### config.mk
export PLATFORM = sky130hd
export DESIGN_NAME = fsync_serial_master
export DESIGN_NICKNAME = d
export VERILOG_FILES = /design/src/rtl/fsync_serial_master.sv
export SDC_FILE = /design/constraint.sdc
export NUM_CORES = 1
export LEC_CHECK = 0
export BUFFER_PORTS_ARGS = -buffer_cell sky130_fd_sc_hd__buf_4
export CAP_MARGIN = 20
export CORE_ASPECT_RATIO = 0.8
export CORE_MARGIN = 2
export CORE_UTILIZATION = 40
export CTS_BUF_LIST = sky130_fd_sc_hd__clkbuf_8
export DETAILED_ROUTE_END_ITERATION = 12
export HOLD_SLACK_MARGIN = 0.08
export PLACE_DENSITY_LB_ADDON = 0.1
export SKIP_LAST_GASP = 1
export SYNTH_ARGS = -nofsm -noshare
export SYNTH_HDL_FRONTEND = slang
export SYNTH_SLANG_ARGS = --single-unit
export TNS_END_PERCENT = 50
### constraint.sdc
create_clock -name clk -period 13.9 [get_ports clk]
set_clock_uncertainty 0.05 [all_clocks]
set_input_delay 0.695 -clock clk [delete_from_list [all_inputs] [get_ports clk]]
set_output_delay 0.695 -clock clk [all_outputs]
set_load 0.005 [all_outputs]
### src/rtl/fsync_serial_master.sv
module fsync_serial_master #(
  parameter int W     = 16,
  parameter int DEPTH = 8,
  parameter int DIVW  = 8
) (
  input  logic                 clk,
  input  logic                 rst_n,
  input  logic                 enable,
  input  logic [DIVW-1:0]      sck_half,
  input  logic [$clog2(W)-1:0] word_len_m1,
  input  logic                 tx_wr,
  input  logic [W-1:0]         tx_data,
  output logic                 tx_full,
  output logic                 tx_empty,
  input  logic                 rx_rd,
  output logic [W-1:0]         rx_data,
  output logic                 rx_full,
  output logic                 rx_empty,
  output logic                 rx_overrun,
  output logic                 sck,
  output logic                 fs,
  output logic                 dx_out,
  output logic                 dx_en,
  input  logic                 dr
);
  localparam int AW = (DEPTH > 1) ? $clog2(DEPTH) : 1;
  localparam int CW = $clog2(DEPTH + 1);
  localparam int LW = $clog2(W + 1);
  localparam int MW = $clog2(W);

  function automatic logic [AW-1:0] ptr_inc(input logic [AW-1:0] p);
    return (p == AW'(DEPTH - 1)) ? '0 : p + AW'(1);
  endfunction

  // transmit queue
  logic [W-1:0]  tx_mem [DEPTH];
  logic [AW-1:0] tx_wp, tx_rp;
  logic [CW-1:0] tx_cnt;
  logic          tx_push, tx_pop;

  assign tx_full  = tx_cnt == CW'(DEPTH);
  assign tx_empty = tx_cnt == '0;
  assign tx_push  = tx_wr && !tx_full;

  always_ff @(posedge clk)
    if (tx_push) tx_mem[tx_wp] <= tx_data;

  always_ff @(posedge clk) begin
    if (!rst_n) begin
      tx_wp  <= '0;
      tx_rp  <= '0;
      tx_cnt <= '0;
    end else begin
      if (tx_push) tx_wp <= ptr_inc(tx_wp);
      if (tx_pop)  tx_rp <= ptr_inc(tx_rp);
      tx_cnt <= tx_cnt + CW'(tx_push) - CW'(tx_pop);
    end
  end

  // receive queue
  logic [W-1:0]  rx_mem [DEPTH];
  logic [AW-1:0] rx_wp, rx_rp;
  logic [CW-1:0] rx_cnt;
  logic          rx_push, rx_accept, rx_pop;
  logic [W-1:0]  rxsh;

  assign rx_full   = rx_cnt == CW'(DEPTH);
  assign rx_empty  = rx_cnt == '0;
  assign rx_accept = rx_push && !rx_full;
  assign rx_pop    = rx_rd && !rx_empty;
  assign rx_data   = rx_mem[rx_rp];

  always_ff @(posedge clk)
    if (rx_accept) rx_mem[rx_wp] <= rxsh;

  always_ff @(posedge clk) begin
    if (!rst_n) begin
      rx_wp      <= '0;
      rx_rp      <= '0;
      rx_cnt     <= '0;
      rx_overrun <= 1'b0;
    end else begin
      if (rx_accept) rx_wp <= ptr_inc(rx_wp);
      if (rx_pop)    rx_rp <= ptr_inc(rx_rp);
      rx_cnt <= rx_cnt + CW'(rx_accept) - CW'(rx_pop);
      if (rx_push && rx_full) rx_overrun <= 1'b1;
    end
  end

  // frame engine
  logic            busy;
  logic [DIVW-1:0] cnt;
  logic [LW-1:0]   pos, nbits;
  logic [W-1:0]    txsh;
  logic            tick, rise, fall, last, start, load;

  assign nbits = (word_len_m1 < MW'(3)) ? LW'(4) : LW'(word_len_m1) + LW'(1);
  assign tick  = busy && (cnt == sck_half - DIVW'(1));
  assign rise  = tick && !sck;
  assign fall  = tick && sck;
  assign last  = pos == nbits;
  assign start = enable && !busy && !tx_empty;
  assign load  = rise && ((pos == '0) || (last && fs));
  assign tx_pop  = load;
  assign rx_push = rise && last;
  assign dx_out  = txsh[W-1];

  always_ff @(posedge clk) begin
    if (!rst_n) begin
      busy  <= 1'b0;
      cnt   <= '0;
      pos   <= '0;
      sck   <= 1'b0;
      fs    <= 1'b0;
      dx_en <= 1'b0;
      txsh  <= '0;
      rxsh  <= '0;
    end else if (start) begin
      busy <= 1'b1;
      cnt  <= '0;
      pos  <= '0;
      sck  <= 1'b1;
      fs   <= 1'b1;
    end else if (busy) begin
      cnt <= tick ? '0 : cnt + DIVW'(1);
      if (fall) begin
        sck <= 1'b0;
        if (pos != '0) rxsh <= {rxsh[W-2:0], dr};
      end
      if (rise) begin
        if (load) begin
          pos   <= LW'(1);
          sck   <= 1'b1;
          fs    <= 1'b0;
          dx_en <= 1'b1;
          txsh  <= tx_mem[tx_rp] << (LW'(W) - nbits);
          rxsh  <= '0;
        end else if (last) begin
          busy  <= 1'b0;
          dx_en <= 1'b0;
        end else begin
          pos  <= pos + LW'(1);
          sck  <= 1'b1;
          txsh <= txsh << 1;
          fs   <= (pos + LW'(1) == nbits) && enable && !tx_empty;
        end
      end
    end
  end
endmodule

==> summary.md, run 1 <==
| Metric | Value |
|---|---|
| Cell Rows | `61` |
| Critical path arrival | `between 5 and 6 ns` |
| Crit-path most repeated cell | `ha_1` |
| Tot Pwr | `approximately 2300 uW` |
| PwrDens | `137.0 nW/um^2` |
| Reg2reg setup slack | `around 10 ns` |
| Slowest-stage cell, CP | `o211ai_1` |
| Worst path max stage delay | `just over 0.7 ns` |
| Diodes inserted | `0` |
| Rel. slew slack | `35.61%` |
| GP Congestion | `around 0.8` |
| Vias after detailed routing | `between 8,000 and 9,000` |
| Netlist Area Pre-Place | `between 10,000 and 15,000 um^2` |
| Max-slew violations | `0` |
| H-Tree Depth | `2` |
| Routed WL | `31,060 um` |
| Cell Area, Placed | `~15,000 um^2` |
| Top cells by count, synth | `256 x edfxtp_1, 76 x dfxtp_1, 66 x mux4_2` |
| Endpoint class of the critical path | `flip-flop` |
| Cell count of the worst hold path | `1` |
| Core area | `about 35,000 um^2` |
| Synth Area in XOR/XNOR | `1.591%` |
| Final Util | `a little under half` |
| Seq pwr share | `between 40% and 50%` |
| WL/cell | `~20 um` |
| Buffers plus inverters on the worst setup path | `2` |
| Post-route setup TNS | `0 ns` |
| DRT Pass-1 Iters | `5` |
| Total grt overflow | `0` |
| Ys Warns | `0` |
| Final Hold Viols | `0` |
| Clock Tree Buf Depth | `3` |
| Hold_buf cts | `0` |
| VDD IR max | `approximately 85 uV` |
| CP Max Fanout | `19` |
| Cell taking the most area after synthesis | `edfxtp_1` |
| Post-CTS Setup Bufs | `0` |
| Vias in the first global route | `just over 8,000` |
| CP required | `about 14 ns` |
| DR iter-0 viols | `606` |
| Worst setup SP type | `input port` |
| DRT antenna net count | `0` |
| Outcome | `finished clean` |
| Vias/cell | `between 5 and 6` |
| Area fraction in and, or, nand and nor cells after synthesis | `around 8.5%` |
| Clock Latency Late Sink | `approximately 0.6 ns` |
| TritonCTS buffer count | `52` |
| Residual DRC count | `0` |
| Final setup fails | `0` |
| Worst Hold End | `tx_mem[2][8]$_DFFE_PP_` |
| R2R Path End | `rx_cnt[2]$_SDFF_PN0_` |
| Post-synthesis mux area share | `14.80%` |
| Worst setup path category | `input port to flip-flop` |
| Port buffer count | `58` |
| Worst-margin pin slew | `about 0.96 ns` |
| Top post-synthesis cells by area | `edfxtp_1 54%, dfxtp_1 11%, mux4_2 10%` |
| Synthesized net count | `1,007` |
| Worst r2r path cells | `12` |
| RR Startpoint | `cnt[6]$_SDFFE_PP0P_` |
| Sw Share | `between 20% and 30%` |
| Seq/Total Area, Yosys | `between 60% and 70%` |
| Async SR Flop Fraction | `0%` |
| I/O Pins | `just under 60` |
| CP delay by family, top | `simple AND/OR/NAND/NOR gates` |
| Die ar. | `between 30,000 and 40,000 um^2` |
| Post-synth EDFFs | `256` |
| Cell internal pwr | `between 1500 and 2000 uW` |
| Psw | `roughly 580 uW` |
| CTS Root Cell | `clkbuf_8` |
| Clock-pin slew on the worst setup and hold paths | `about 0.06 ns` |
| Synth Instances | `approximately 950` |
| HP Class | `input port to flip-flop` |
| Peak Freq | `approximately 220 MHz` |
| Number of fill cells in the layout | `3,062` |
| Post-CTS sizing | `0` |
| Die Ht | `between 150 and 200 um` |
| Clock Power Share | `a little over a third` |
| Die width | `between 200 and 250 um` |
| Comb power frac | `~16%` |
| Most frequent cell after synthesis | `edfxtp_1` |
| First-pass GRT wire length | `just under 50,000 um` |
| Syn_area_per_cell | `15.15 um^2` |
| Largest net degree at the start of global routing | `34` |
| Synth Area in Compound Gates | `6.022%` |
| MaxCap Viol Count | `0` |
| CTS tree | `yes` |
| Area Overhead vs Synth | `15.01%` |
| Leakage | `approximately 0.0056 uW` |
| Synth cell types | `67` |
| Largest family of logic cells by synthesized area | `multiplexers` |
| Synth Flop Type | `edfxtp_1` |
| Seq cells post-synth | `about 330` |
| Crit path depth | `12` |
| Initial core utilization | `roughly 41%` |
| Crit-path cells | `buf_4 -> ha_1 -> or3_1 -> nor2b_1 -> inv_2 -> ha_1 -> a21o_1 -> o211ai_1 -> nand2_1 -> nor4_1 -> a221oi_1 -> nor3_1` |
| Final instance area | `16,470 um^2` |
| Antenna violations before repair | `0` |
| RSZ-0062 raised after global routing | `no` |
| Synth top area share | `between 50% and 60%` |
| Fin crit share | `32.82%` |
| Gr usage total | `around 17%` |
| Adder-Cell Fraction of Synth Area | `under 10%` |
| Num Clock Sinks | `about 330` |
| Nets | `1,096` |
| HP Start | `tx_data[8]` |
| Tmin final | `4.562 ns` |
| Final HPWL from detailed placement | `between 15,000 and 20,000 um` |
| Layout cell share with drive strength beyond 1 | `around a quarter` |
==> placed cells by master, fill, tap and decap left out, drive strengths merged, types with 5 or more instances in the layout <==
cell type  count
clkbuf        60
ha            26
nor2          54
nand2b        11
or3b           5
mux2i         35
edfxtp       256
nor4          14
nand3         11
a22oi         12
mux4          66
clkinv        24
o21ai          8
a211oi         7
nand3b        18
o22ai          8
nand2         44
a21oi         44
a21o           5
xnor2         17
and2          12
mux2          25
nor3          28
dfxtp         76
o211ai         6
xor2           9
buf           86
a221oi         8
inv           44
==> through the flow <==
step	std cells	hold slack [ns]	setup slack [ns]
2_1_floorplan	945	0.3804	8.947
3_3_place_gp	1448	0.4071	8.938
3_5_place_dp	1448	0.4098	8.844
4_1_cts	1546	0.2138	9.478
5_1_grt	1550	0.2343	8.879
6_report	1550	0.2816	9.338
==> flip-flops by register name (all words and copies together), names as in the netlist, named ones only <==
signal      cells
tx_cnt          4
fs              1
tx_wp           3
dx_en           1
rx_wp           3
rx_cnt          4
cnt             8
pos             5
rx_overrun      1
tx_mem        128
txsh           16
tx_rp           3
busy            1
rxsh           16
rx_rp           3
sck             1
rx_mem        128
==> power groups by stage <==
| stage | Combinational, uW | Clock, uW | Sequential (uW) |
|---|---|---|---|
| after detailed placement | 356 | 0 | 1140 |
| after CTS | 358 | 818 | 1120 |
| final | 352 | 788 | 1120 |
| after floorplan | 239 | 0 | 1130 |
| after global placement | 356 | 0 | 1140 |
| after global routing | 392 | 861 | 1120 |
==> worst max path at each step <==
stage,end,start
CTS,txsh[2]$_SDFFE_PN0P_,word_len_m1[0]
detailed placement,txsh[2]$_SDFFE_PN0P_,word_len_m1[0]
finish,txsh[2]$_SDFFE_PN0P_,word_len_m1[0]
global route,txsh[2]$_SDFFE_PN0P_,word_len_m1[0]
floorplan,rx_mem[4][0]$_DFFE_PP_,sck_half[0]
global placement,txsh[1]$_SDFFE_PN0P_,word_len_m1[0]
==> final cells by class <==
cell class	count	area, um^2	area share, %
multi-input cells	531	4870	29.57
clock buffers	59	812.0	4.932
well taps	472	590.6	3.587
repair buffers	87	655.6	3.982
clock inverters	39	214.0	1.299
flip-flops and latches	332	9211	55.94
inverters	30	112.6	0.6839
==> layer usage <==
layer / up-vias / share of wire, % / global-route usage [%]
li1: 3884 / - / -
met1: 4155 / 49 / 25.26
met2: 194 / 44 / 25.13
met3: 40 / 5.0 / 3.211
met4: 0 / 1.5 / 4.167
met5: - / 0 / 0
==> kinds of logic after synthesis <==
group / after synthesis
AO/OA/AOI/OAI: 125
XOR/XNOR: 26
adder cells (fa/ha/maj): 28
buffers and inverters: 82
flip-flops: 332
multiplexers: 126
AND/OR/NAND/NOR: 226
==> worst register-to-register path, delay by kind of cell, from the launching register on <==
kind                     cells  cell delay (ns)
AO/OA/AOI/OAI                2             0.62
flip-flops                   1             0.38
AND/OR/NAND/NOR              3             1.41
XOR/XNOR                     2             0.27
buffers and inverters        2             0.10
adder cells (fa/ha/maj)      3             0.94
Note: power is estimated with default switching activity, not from simulation.
==> run 2, diff against run 1 <==
--- a/config.mk
+++ b/config.mk
@@ -5,6 +5,7 @@
 export SDC_FILE = /design/constraint.sdc
 export NUM_CORES = 1
 export LEC_CHECK = 0
+export ABC_AREA = 1
 export BUFFER_PORTS_ARGS = -buffer_cell sky130_fd_sc_hd__buf_4
 export CAP_MARGIN = 20
 export CORE_ASPECT_RATIO = 0.8
==> constraint.sdc (replaced) <==
create_clock -name clk -period 3.73 [get_ports clk]
set_clock_uncertainty 0.05 [all_clocks]
set_input_delay 0.1865 -clock clk [delete_from_list [all_inputs] [get_ports clk]]
set_output_delay 0.1865 -clock clk [all_outputs]
set_load 0.005 [all_outputs]
==> run 2 against run 1 <==
Clock-buffer cell count rose by 1. Total power increased to 3.9 times the previous value. Die area is 6.3% higher. First-iteration DRC count rose by 19%. Critical endpoint is now tx_cnt[3]$_SDFF_PN0_. Sequential share of layout area shrank 3.2 points. Largest power group unchanged. Cell count increased by 44%. Hold slack got worse by 0.078 ns. Sequential power grew to 3.8 times the previous value. Clock power increased to 3.7 times the previous value.
==> summary.md, run 2 <==
| Metric | Value |
|---|---|
| Die width | `222.2 um` |
| HP Class | `input port to flip-flop` |
| Met2 WL | `15,630 um` |
| Post-CTS Setup Bufs | `0` |
| MaxCap Viol Count | `0` |
| Area Overhead vs Synth | `14.69%` |
| Ys Warns | `0` |
| Post-synthesis mux area share | `0%` |
| Synth Flop Type | `edfxtp_1` |
| RSZ-0062 raised after global routing | `no` |
| Vias in the first global route | `~11,000` |
| Final setup fails | `0` |
| Most frequent cell after synthesis | `nand2_1` |
| Top post-synthesis cells by area | `edfxtp_1 50%, dfxtp_1 10%, nand2_1 7.5%` |
| Final Hold Viols | `0` |
| Synth top area share | `between 50% and 60%` |
| Netlist Area Pre-Place | `~15,000 um^2` |
| Number of fill cells in the layout | `about 3,500` |
| Diodes inserted | `0` |
| Worst setup margin | `0.7898 ns` |
| Synthesized net count | `between 1,500 and 2,000` |
| DRT antenna net count | `0` |
| First-pass GRT wire length | `58,310 um` |
| Synth Area in Compound Gates | `6.946%` |
| Clock Tree Buf Depth | `3` |
| Core area | `37,280 um^2` |
| Fin crit share | `78.83%` |
| Total grt overflow | `0` |
| Async SR Flop Fraction | `0%` |
| Seq cells post-synth | `332` |
| PwrDens | `slightly above 500 nW/um^2` |
| Num Clock Sinks | `about 330` |
| VDD IR max | `about 280 uV` |
| Die Ht | `about 180 um` |
| M1 wire length | `around 19,000 um` |
| TritonCTS buffer count | `54` |
| WL/cell | `about 16 um` |
| Largest family of logic cells by synthesized area | `simple AND/OR/NAND/NOR gates` |
| CP Max Fanout | `23` |
| Top cells by count, synth | `305 x nand2_1, 256 x edfxtp_1, 238 x nor2_1` |
| Biggest regs | `rx_mem x128, tx_mem x128` |
| CTS Root Cell | `clkbuf_8` |
| Gr usage total | `a little under a fifth` |
| Cell Rows | `63` |
| I/O Pins | `59` |
| H-Tree Depth | `2` |
| Final HPWL from detailed placement | `21,680 um` |
| Port buffer count | `between 50 and 60` |
| Clock Latency Late Sink | `about 0.60 ns` |
| Leakage | `slightly above 0.007 uW` |
| Worst Hold Slack | `a little over 0.2 ns` |
| Worst path max stage delay | `0.53 ns` |
| Most frequent cells in the layout | `305 x nand2_1, 256 x edfxtp_1, 230 x nor2_1` |
| Syn_area_per_cell | `between 9 and 10 um^2` |
| Storage element area | `roughly 9200 um^2` |
| Area of the multi-input gates | `5101 um^2` |
| Die ar. | `between 30,000 and 40,000 um^2` |
| Synth Area in XOR/XNOR | `1.223%` |
| DRT Pass-1 Iters | `5` |
| Nets | `1,762` |
| Synth cell types | `slightly above 50` |
| Post-CTS sizing | `0` |
| Residual DRC count | `0` |
| Seq/Total Area, Yosys | `about three fifths` |
| Outcome | `finished clean` |
| CTS tree | `yes` |
| Cell taking the most area after synthesis | `edfxtp_1` |
| Adder-Cell Fraction of Synth Area | `between 2 and 2.5%` |
| Tmin final | `2.940 ns` |
| Hold_buf cts | `21` |
| Most common cell after layout, fill and taps aside | `nand2_1` |
| Worst-margin pin slew | `slightly above 0.7 ns` |
| Met3 Wirelength | `1259 um` |
| Highest metal used | `met4` |
| Routed WL | `36,170 um` |
| Post-synth EDFFs | `256` |
| Initial core utilization | `about two fifths` |
| Clock-pin slew on the worst setup and hold paths | `0.06 ns` |
| Tot Pwr | `~8800 uW` |
| CP required | `4.20 ns` |
| Critical path arrival | `about 3.4 ns` |
| Peak Freq | `about 340 MHz` |
| Vias after detailed routing | `around 11,000` |
| Crit-path cells | `nand2_2 -> nand2_1 -> nand4_1 -> nor2_4 -> inv_2 -> nor2_4 -> nand2_4 -> nor2_8 -> nand2_8 -> inv_2 -> ha_1 -> inv_1 -> ha_1 -> a21o_1 -> a21oi_1 -> o21ai_0 -> a21oi_1` |
| Slowest-stage cell, CP | `dfxtp_1` |
| Rel. slew slack | `around half` |
| Worst setup SP type | `flip-flop` |
| Vias/cell | `4.936` |
| Area fraction in and, or, nand and nor cells after synthesis | `between 20% and 30%` |
| Largest net degree at the start of global routing | `87` |
| Endpoint class of the critical path | `flip-flop` |
| Antenna violations before repair | `0` |
| Layout cell share with drive strength beyond 1 | `between 10% and 20%` |
| Max-slew violations | `0` |
| DR iter-0 viols | `just over 700` |
| Post-route setup TNS | `0 ns` |
| Worst setup path category | `flip-flop to flip-flop` |
| Synth Instances | `1,603` |
| GP Congestion | `about 0.85` |
| Dpl ws | `around 0.68 ns` |
run 2: changes by cell type after synthesis, moves of 16 or more:
cell     delta
nand3_1   +163
xnor2_1    -16
mux4_2     -66
nor3_1     -16
nand2_1   +261
inv_1     +137
mux2_2     -25
o21ai_1    +17
nor2_1    +184
mux2i_1    -35
o21ai_0    +99
run 2: worst paths after layout:
check	from	endpoint	slack [ns]	cells after the start
max reg2reg	busy$_SDFF_PN0_	tx_cnt[3]$_SDFF_PN0_	0.79	17
min reg2reg	txsh[0]$_SDFFE_PN0P_	txsh[0]$_SDFFE_PN0P_	0.42	2
min	word_len_m1[0]	fs$_SDFFE_PN0P_	0.20	10
max	busy$_SDFF_PN0_	tx_cnt[3]$_SDFF_PN0_	0.79	17
run 2: cell type report:
type / instances / area share, %
sequential: 332 / 52.70
tap: 487 / 3.486
clock inverter: 41 / 0.9736
clock buffer: 60 / 4.725
inverter: 174 / 3.744
multi-input combinational: 1026 / 29.19
timing repair buffer: 112 / 5.183
run 2: routing by layer:
layer / vias to the layer above / global-route usage, %
met1: 5239 / 27.28
met5: - / 0
li1: 5555 / -
met3: 57 / 2.866
met2: 167 / 28.77
met4: 0 / 5.096
run 2: critical path, delay by kind of cell, from the launching register on:
family	cells	cell delay, ns
AND/OR/NAND/NOR	8	1.02
adder cells (fa/ha/maj)	2	0.43
AO/OA/AOI/OAI	4	0.57
buffers and inverters	3	0.27
flip-flops	1	0.53
run 2: report_power, final:
group          total [uW]  switching (uW)  internal, uW
combinational        1710            1070           634
sequential           4200            76.3          4130
clock                2910            1430          1470
run 2: cells by family (layout without fill, tap and decap cells):
| family | after synthesis | count (layout) |
|---|---|---|
| and+or+nand+nor | 782 | 782 |
| DFF | 332 | 332 |
| buffers and inverters | 245 | 387 |
| AOI/OAI and AO/OA | 198 | 198 |
| adders and majority gates | 28 | 28 |
| xor gates and xnor gates | 18 | 18 |
run 2: metrics by stage:
stage | instances | util, % | instance area (um^2)
detailed placement | 2110 | 43.64 | 16270
global route | 2232 | 46.88 | 17480
CTS | 2232 | 46.88 | 17480
global placement | 2110 | 43.64 | 16270
floorplan | 1603 | - | 15240
finish | 2232 | 46.88 | 17480
